[src/rtl/pwrctl_pkg.sv]
package pwrctl_pkg;

    localparam int CH_COUNT = 4;
    localparam int REG_W    = 12;
    localparam int OT_BIT   = 0;
    localparam int RSV_BIT  = 1;
    localparam int PWR_LSB  = 2;
    localparam int TERM_BIT = PWR_LSB + CH_COUNT;

    typedef struct packed {
        logic                term_hiz;
        logic [CH_COUNT-1:0] pwr_up;
    } ctl_fields_t;

    typedef enum logic [1:0] {
        TERM_NONE  = 2'd0,
        TERM_GND   = 2'd1,
        TERM_FLOAT = 2'd2
    } term_kind_t;

    localparam ctl_fields_t CTL_RESET = '{term_hiz: 1'b1, pwr_up: '0};

    function automatic logic [REG_W-1:0] pack_rd(input ctl_fields_t f, input logic ot);
        logic [REG_W-1:0] w;
        w = '0;
        w[OT_BIT] = ot;
        w[TERM_BIT:PWR_LSB] = f;
        return w;
    endfunction

endpackage

[src/rtl/pwrctl_sync.sv]
module pwrctl_sync #(
    parameter int STAGES = 2
) (
    input  logic clk,
    input  logic rst,
    input  logic d,
    output logic q
);
    logic [STAGES-1:0] chain;

    generate
        if (STAGES == 1) begin : g_single
            always_ff @(posedge clk) begin
                if (rst) chain <= '0;
                else     chain <= d;
            end
        end else begin : g_multi
            always_ff @(posedge clk) begin
                if (rst) chain <= '0;
                else     chain <= {chain[STAGES-2:0], d};
            end
        end
    endgenerate

    assign q = chain[STAGES-1];
endmodule

[src/rtl/pwrctl_stage.sv]
module pwrctl_stage
    import pwrctl_pkg::*;
(
    input  logic             clk,
    input  logic             rst,
    input  logic             wr_stb,
    input  logic [REG_W-1:0] wr_data,
    input  logic             frame_done,
    output logic             commit,
    output ctl_fields_t      commit_fields,
    output logic             commit_keep_ot
);
    ctl_fields_t pend_fields;
    logic        pend_ot;
    logic        pend_valid;
    logic        unused_bits;

    assign unused_bits = ^{wr_data[RSV_BIT], wr_data[REG_W-1:TERM_BIT+1]};

    // the frame that carries the write completes in the same cycle as its strobe
    assign commit = frame_done && !wr_stb && pend_valid;

    always_ff @(posedge clk) begin
        if (rst) begin
            pend_fields <= CTL_RESET;
            pend_ot     <= 1'b0;
            pend_valid  <= 1'b0;
        end else if (wr_stb) begin
            pend_fields <= ctl_fields_t'(wr_data[TERM_BIT:PWR_LSB]);
            pend_ot     <= wr_data[OT_BIT];
            pend_valid  <= 1'b1;
        end else if (commit) begin
            pend_valid  <= 1'b0;
        end
    end

    assign commit_fields  = pend_fields;
    assign commit_keep_ot = pend_ot;
endmodule

[src/rtl/pwrctl_thermal.sv]
module pwrctl_thermal #(
    parameter int RESTART_DLY = 500
) (
    input  logic clk,
    input  logic rst,
    input  logic ot_sync,
    input  logic clr_req,
    output logic flag,
    output logic hold
);
    localparam int CNT_W = $clog2(RESTART_DLY + 1);

    logic [CNT_W-1:0] restart_cnt;

    always_ff @(posedge clk) begin
        if (rst) begin
            flag        <= 1'b0;
            restart_cnt <= '0;
        end else begin
            // clear wins this cycle; a still-hot input re-arms on the next one
            if (clr_req) flag <= 1'b0;
            else         flag <= flag | ot_sync;

            if (clr_req && flag)       restart_cnt <= CNT_W'(RESTART_DLY);
            else if (restart_cnt != 0) restart_cnt <= restart_cnt - 1'b1;
        end
    end

    assign hold = (restart_cnt != 0);
endmodule

[src/rtl/pwrctl_chan.sv]
module pwrctl_chan
    import pwrctl_pkg::*;
(
    input  logic pwr_up,
    input  logic term_hiz,
    input  logic flag,
    input  logic hold,
    output logic en,
    output logic gnd_tie,
    output logic float_out
);
    term_kind_t kind;

    always_comb begin
        en = pwr_up && !flag && !hold;
        if (en)            kind = TERM_NONE;
        else if (term_hiz) kind = TERM_FLOAT;
        else               kind = TERM_GND;
        gnd_tie   = (kind == TERM_GND);
        float_out = (kind == TERM_FLOAT);
    end
endmodule

[src/rtl/pwr_thermal_ctl.sv]
module pwr_thermal_ctl
    import pwrctl_pkg::*;
#(
    parameter int SYNC_STAGES = 2,
    parameter int RESTART_DLY = 500
) (
    input  logic                clk,
    input  logic                rst,
    input  logic                ctl_wr_stb,
    input  logic [REG_W-1:0]    ctl_wr_data,
    input  logic                frame_done,
    input  logic                ot_in,
    output logic [CH_COUNT-1:0] ch_en,
    output logic [CH_COUNT-1:0] ch_gnd_tie,
    output logic [CH_COUNT-1:0] ch_float,
    output logic                alarm_n,
    output logic [REG_W-1:0]    rd_value
);
    logic        ot_s;
    logic        commit;
    ctl_fields_t commit_fields;
    logic        commit_keep_ot;
    logic        clr_req;
    logic        thr_flag;
    logic        thr_hold;
    ctl_fields_t live;

    pwrctl_sync #(.STAGES(SYNC_STAGES)) u_sync (
        .clk (clk),
        .rst (rst),
        .d   (ot_in),
        .q   (ot_s)
    );

    pwrctl_stage u_stage (
        .clk            (clk),
        .rst            (rst),
        .wr_stb         (ctl_wr_stb),
        .wr_data        (ctl_wr_data),
        .frame_done     (frame_done),
        .commit         (commit),
        .commit_fields  (commit_fields),
        .commit_keep_ot (commit_keep_ot)
    );

    assign clr_req = commit && !commit_keep_ot;

    pwrctl_thermal #(.RESTART_DLY(RESTART_DLY)) u_thermal (
        .clk     (clk),
        .rst     (rst),
        .ot_sync (ot_s),
        .clr_req (clr_req),
        .flag    (thr_flag),
        .hold    (thr_hold)
    );

    always_ff @(posedge clk) begin
        if (rst)         live <= CTL_RESET;
        else if (commit) live <= commit_fields;
    end

    generate
        for (genvar i = 0; i < CH_COUNT; i++) begin : g_ch
            pwrctl_chan u_chan (
                .pwr_up    (live.pwr_up[i]),
                .term_hiz  (live.term_hiz),
                .flag      (thr_flag),
                .hold      (thr_hold),
                .en        (ch_en[i]),
                .gnd_tie   (ch_gnd_tie[i]),
                .float_out (ch_float[i])
            );
        end
    endgenerate

    assign alarm_n  = !thr_flag;
    assign rd_value = pack_rd(live, thr_flag);
endmodule

[config.mk]
export PLATFORM = sky130hd
export DESIGN_NAME = pwr_thermal_ctl
export DESIGN_NICKNAME = d
export VERILOG_FILES = /design/src/rtl/pwrctl_pkg.sv /design/src/rtl/pwrctl_sync.sv /design/src/rtl/pwrctl_stage.sv /design/src/rtl/pwrctl_thermal.sv /design/src/rtl/pwrctl_chan.sv /design/src/rtl/pwr_thermal_ctl.sv
export SDC_FILE = /design/constraint.sdc
export NUM_CORES = 1
export LEC_CHECK = 0
export BUFFER_PORTS_ARGS = -buffer_cell sky130_fd_sc_hd__buf_4
export CORE_ASPECT_RATIO = 0.6
export CORE_MARGIN = 3
export CORE_UTILIZATION = 49
export DETAILED_ROUTE_END_ITERATION = 10
export PLACE_DENSITY = 0.9
export SYNTH_ARGS = -nofsm -noshare
export SYNTH_HDL_FRONTEND = slang
export SYNTH_SLANG_ARGS = --single-unit
[constraint.sdc]
create_clock -name clk -period 3.65 [get_ports clk]
set_clock_uncertainty 0.1 [all_clocks]
set_input_delay 0.73 -clock clk [delete_from_list [all_inputs] [get_ports clk]]
set_output_delay 0.73 -clock clk [all_outputs]
set_load 0.02 [all_outputs]
==> results by group <==
Timing
  – Max-Slew Margin vs Limit: 0.577
  – Unrepaired setup endpoints after global routing: false
  – Final Hold Vio Count: 0
  – Slew @ Worst Pin: 0.629 ns
  – Post-layout min period: 3.32 ns
  – Max-slew violations: 0
  – Achievable Freq: ~0.3 GHz
  – Setup violators final: 0
  – TNS Setup: 0 ns
  – Fin crit share: 0.910

Drt
  – Pre-antenna DRT Iters: 4
  – Drt drc: 0
  – 1st-iter DRT viols: 67
  – Routed WL: 2200 µm
  – Routed via count: just over 900
  – ANT nets after route: 0
  – Drt via density: 5.18
  – Wire length per cell: 12.4 µm

Synthesis
  – Synthesized area per cell: 8.90 µm²
  – Post-synth ARST share: 0
  – Post-synthesis cell area: ~1200 µm²
  – Sequential-to-total area share from yosys stat: 0.386
  – Distinct cells, synth: 35
  – Most frequent cell after synthesis: buf_4
  – Number of synthesized flops with an enable pin: 0
  – Synth Flop Type: dfxtp_1
  – Synth Register Bits: 24
  – Yosys top cell area share: 0.386
  – Synth cell count leaders: 25 x buf_4, 24 x dfxtp_1, 17 x nor2_1
  – Post-Synthesis Cells: 140
  – Top post-synthesis cells by area: dfxtp_1 39%, buf_4 15%, mux2i_1 8.0%, nor2_1 5.1%, a21oi_1 4.0%
  – Post-synth top area cell: dfxtp_1
  – Ys Warns: 0

Floorplanning
  – Starting density of the core: 0.543
  – Core Box Area: 2290 µm²
  – Die ar.: 3200 µm²
  – # IOs: 42
  – Rows: 13
  – Die Height: 45.1 µm
  – Die X: 71.1 µm

Global routing
  – First-pass GRT wire length: 3490 µm
  – Largest net degree at the start of global routing: 25
  – Vias in the first global route: between 700 and 800
  – GRT overflow: 0
  – Initial antenna violation count: 0
  – GRT Overall Usage: 0.141

Worst hold path
  – Hold Crit Class: reg2reg

Clocking
  – Clock Latency Late Sink: 0.27 ns
  – CTS buffer count: 3
  – CTS tree: yes
  – Clock Tree Root: clkbuf_8
  – Cts-stage hold buffer count: 0
  – Post-CTS Setup Inserts: 0
  – CTS resizes: 0
  – Clock sink count: 24
  – Clock buffer depth: 2
  – CTS clock-pin slew for the worst setup and hold paths: 0.08 ns
  – H-Tree Level Count: 1

Placement
  – RePlAce Congestion: 0.795
  – HPWL after DPL: 1680 µm
  – Port bufs: 29

Power and ir drop
  – PwrDens: 612 nW/µm²
  – Worst vdd ir: 356 µV
  – Pleak: 0.640 nW
  – Total power draw: 0.839 mW

Critical path
  – Critical Path RT: 2.82 ns
  – Critical Path AT: 2.49 ns
  – Critical Setup Path Class: reg2out
  – Endpoint class of the critical path: output port
  – Max FO, Critical Path: 12
  – Crit path launch type: flip-flop

Final layout
  – Diodes inserted: 0
  – Layout cells sized above 1: 0.252
  – Layout area overhead: 10.0%
  – Fin nets: 166
  – Fill count: 189

Run
  – Number of max-cap violations: 0

Status
  – Status: completed
## worst paths after layout
| kind | depth (start not counted) | slack, ns | from | to |
|---|---|---|---|---|
| max reg2reg | 5 | 1.44 | u_thermal.restart_cnt[1]$_SDFFE_PP0P_ | u_thermal.restart_cnt[1]$_SDFFE_PP0P_ |
| min reg2reg | 1 | 0.34 | u_sync.chain[0]$_SDFF_PP0_ | u_sync.chain[1]$_SDFF_PP0_ |
| min | 1 | 0.34 | u_sync.chain[0]$_SDFF_PP0_ | u_sync.chain[1]$_SDFF_PP0_ |
| max | 7 | 0.33 | u_thermal.restart_cnt[1]$_SDFFE_PP0P_ | ch_float[0] |
## logic make-up (layout without fill, tap and decap cells)
family                     Yosys count  after routing  share of synthesized area
and+or+nand+nor                     43             43                      0.190
adders and majority gates            1              1                     0.0100
AOI/OAI and AO/OA                   22             22                      0.118
xor gates and xnor gates             3              3                     0.0211
DFF                                 24             24                      0.386
muxes                               10             10                     0.0803
other                                1              6                    0.00301
buffers and inverters               36             38                      0.192
## flip-flops by register name, indices dropped and copies added (netlist names)
signal and cells:
rd_value 5, u_stage.commit_fields 5, u_stage.commit_keep_ot 1, u_stage.pend_valid 1
u_sync.chain 2, u_thermal.flag 1, u_thermal.restart_cnt 9
## per-layer routing
| layer | GRT usage | part of all wire | vias up |
|---|---|---|---|
| li1 | - | - | 458 |
| met1 | 0.180 | 0.46 | 425 |
| met2 | 0.214 | 0.47 | 31 |
| met3 | 0.0556 | 0.067 | 2 |
| met4 | 0.0637 | 0.0054 | 0 |
| met5 | 0 | 0 | - |
## cell usage in the layout, fill, tap and decap left out, drive strengths merged
cell	Yosys	layout
nor4	1	1
a2111oi	1	1
inv	5	5
nand3b	2	2
ha	1	1
dfxtp	24	24
a21oi	10	10
and2	4	4
bufinv	0	1
o311ai	1	1
or3	2	2
nand2	1	1
nor3	7	7
a211o	2	2
a211oi	1	1
xnor2	1	1
a31oi	1	1
nor2	18	18
or2b	1	1
mux2i	10	10
o31ai	1	1
and4	1	1
conb	1	6
a21boi	4	4
nor2b	3	3
or4	1	1
o21ai	1	1
buf	29	29
xor2	2	2
nor4b	1	1
or3b	1	1
clkbuf	2	3
## report_power, final
| group | total [mW] | internal, mW | switching, mW |
|---|---|---|---|
| combinational | 0.271 | 0.122 | 0.149 |
| clock | 0.230 | 0.147 | 0.0835 |
| sequential | 0.337 | 0.300 | 0.0375 |
## critical path, cell delays in order, from the launching register on
cell	delay [ns]
dfxtp_1	0.35
inv_1	0.08
ha_1	0.16
or3b_2	0.53
or3_1	0.51
nor2_4	0.27
a21boi_0	0.15
buf_4	0.18
## stage by stage
step	utilization	hold slack, ns	std cells	area [µm²]	setup slack, ns
finish	0.598	0.345	177	1370	0.327
global route	0.598	0.373	177	1370	0.206
CTS	0.598	0.347	177	1370	0.334
detailed placement	0.567	0.328	173	1300	0.643
global placement	0.567	0.317	173	1300	0.713
floorplan	-	0.314	145	1260	0.798
## layout make-up
cell class,count,area (µm²),share of cell area
clock buffer,3,41.3,0.0301
multi-input combinational,85,546,0.398
sequential,24,480,0.350
clock inverter,1,30.0,0.0219
inverter,5,18.8,0.0137
tap,30,37.5,0.0274
timing repair buffer,29,218,0.159
Note: power is estimated with default switching activity, not from simulation.
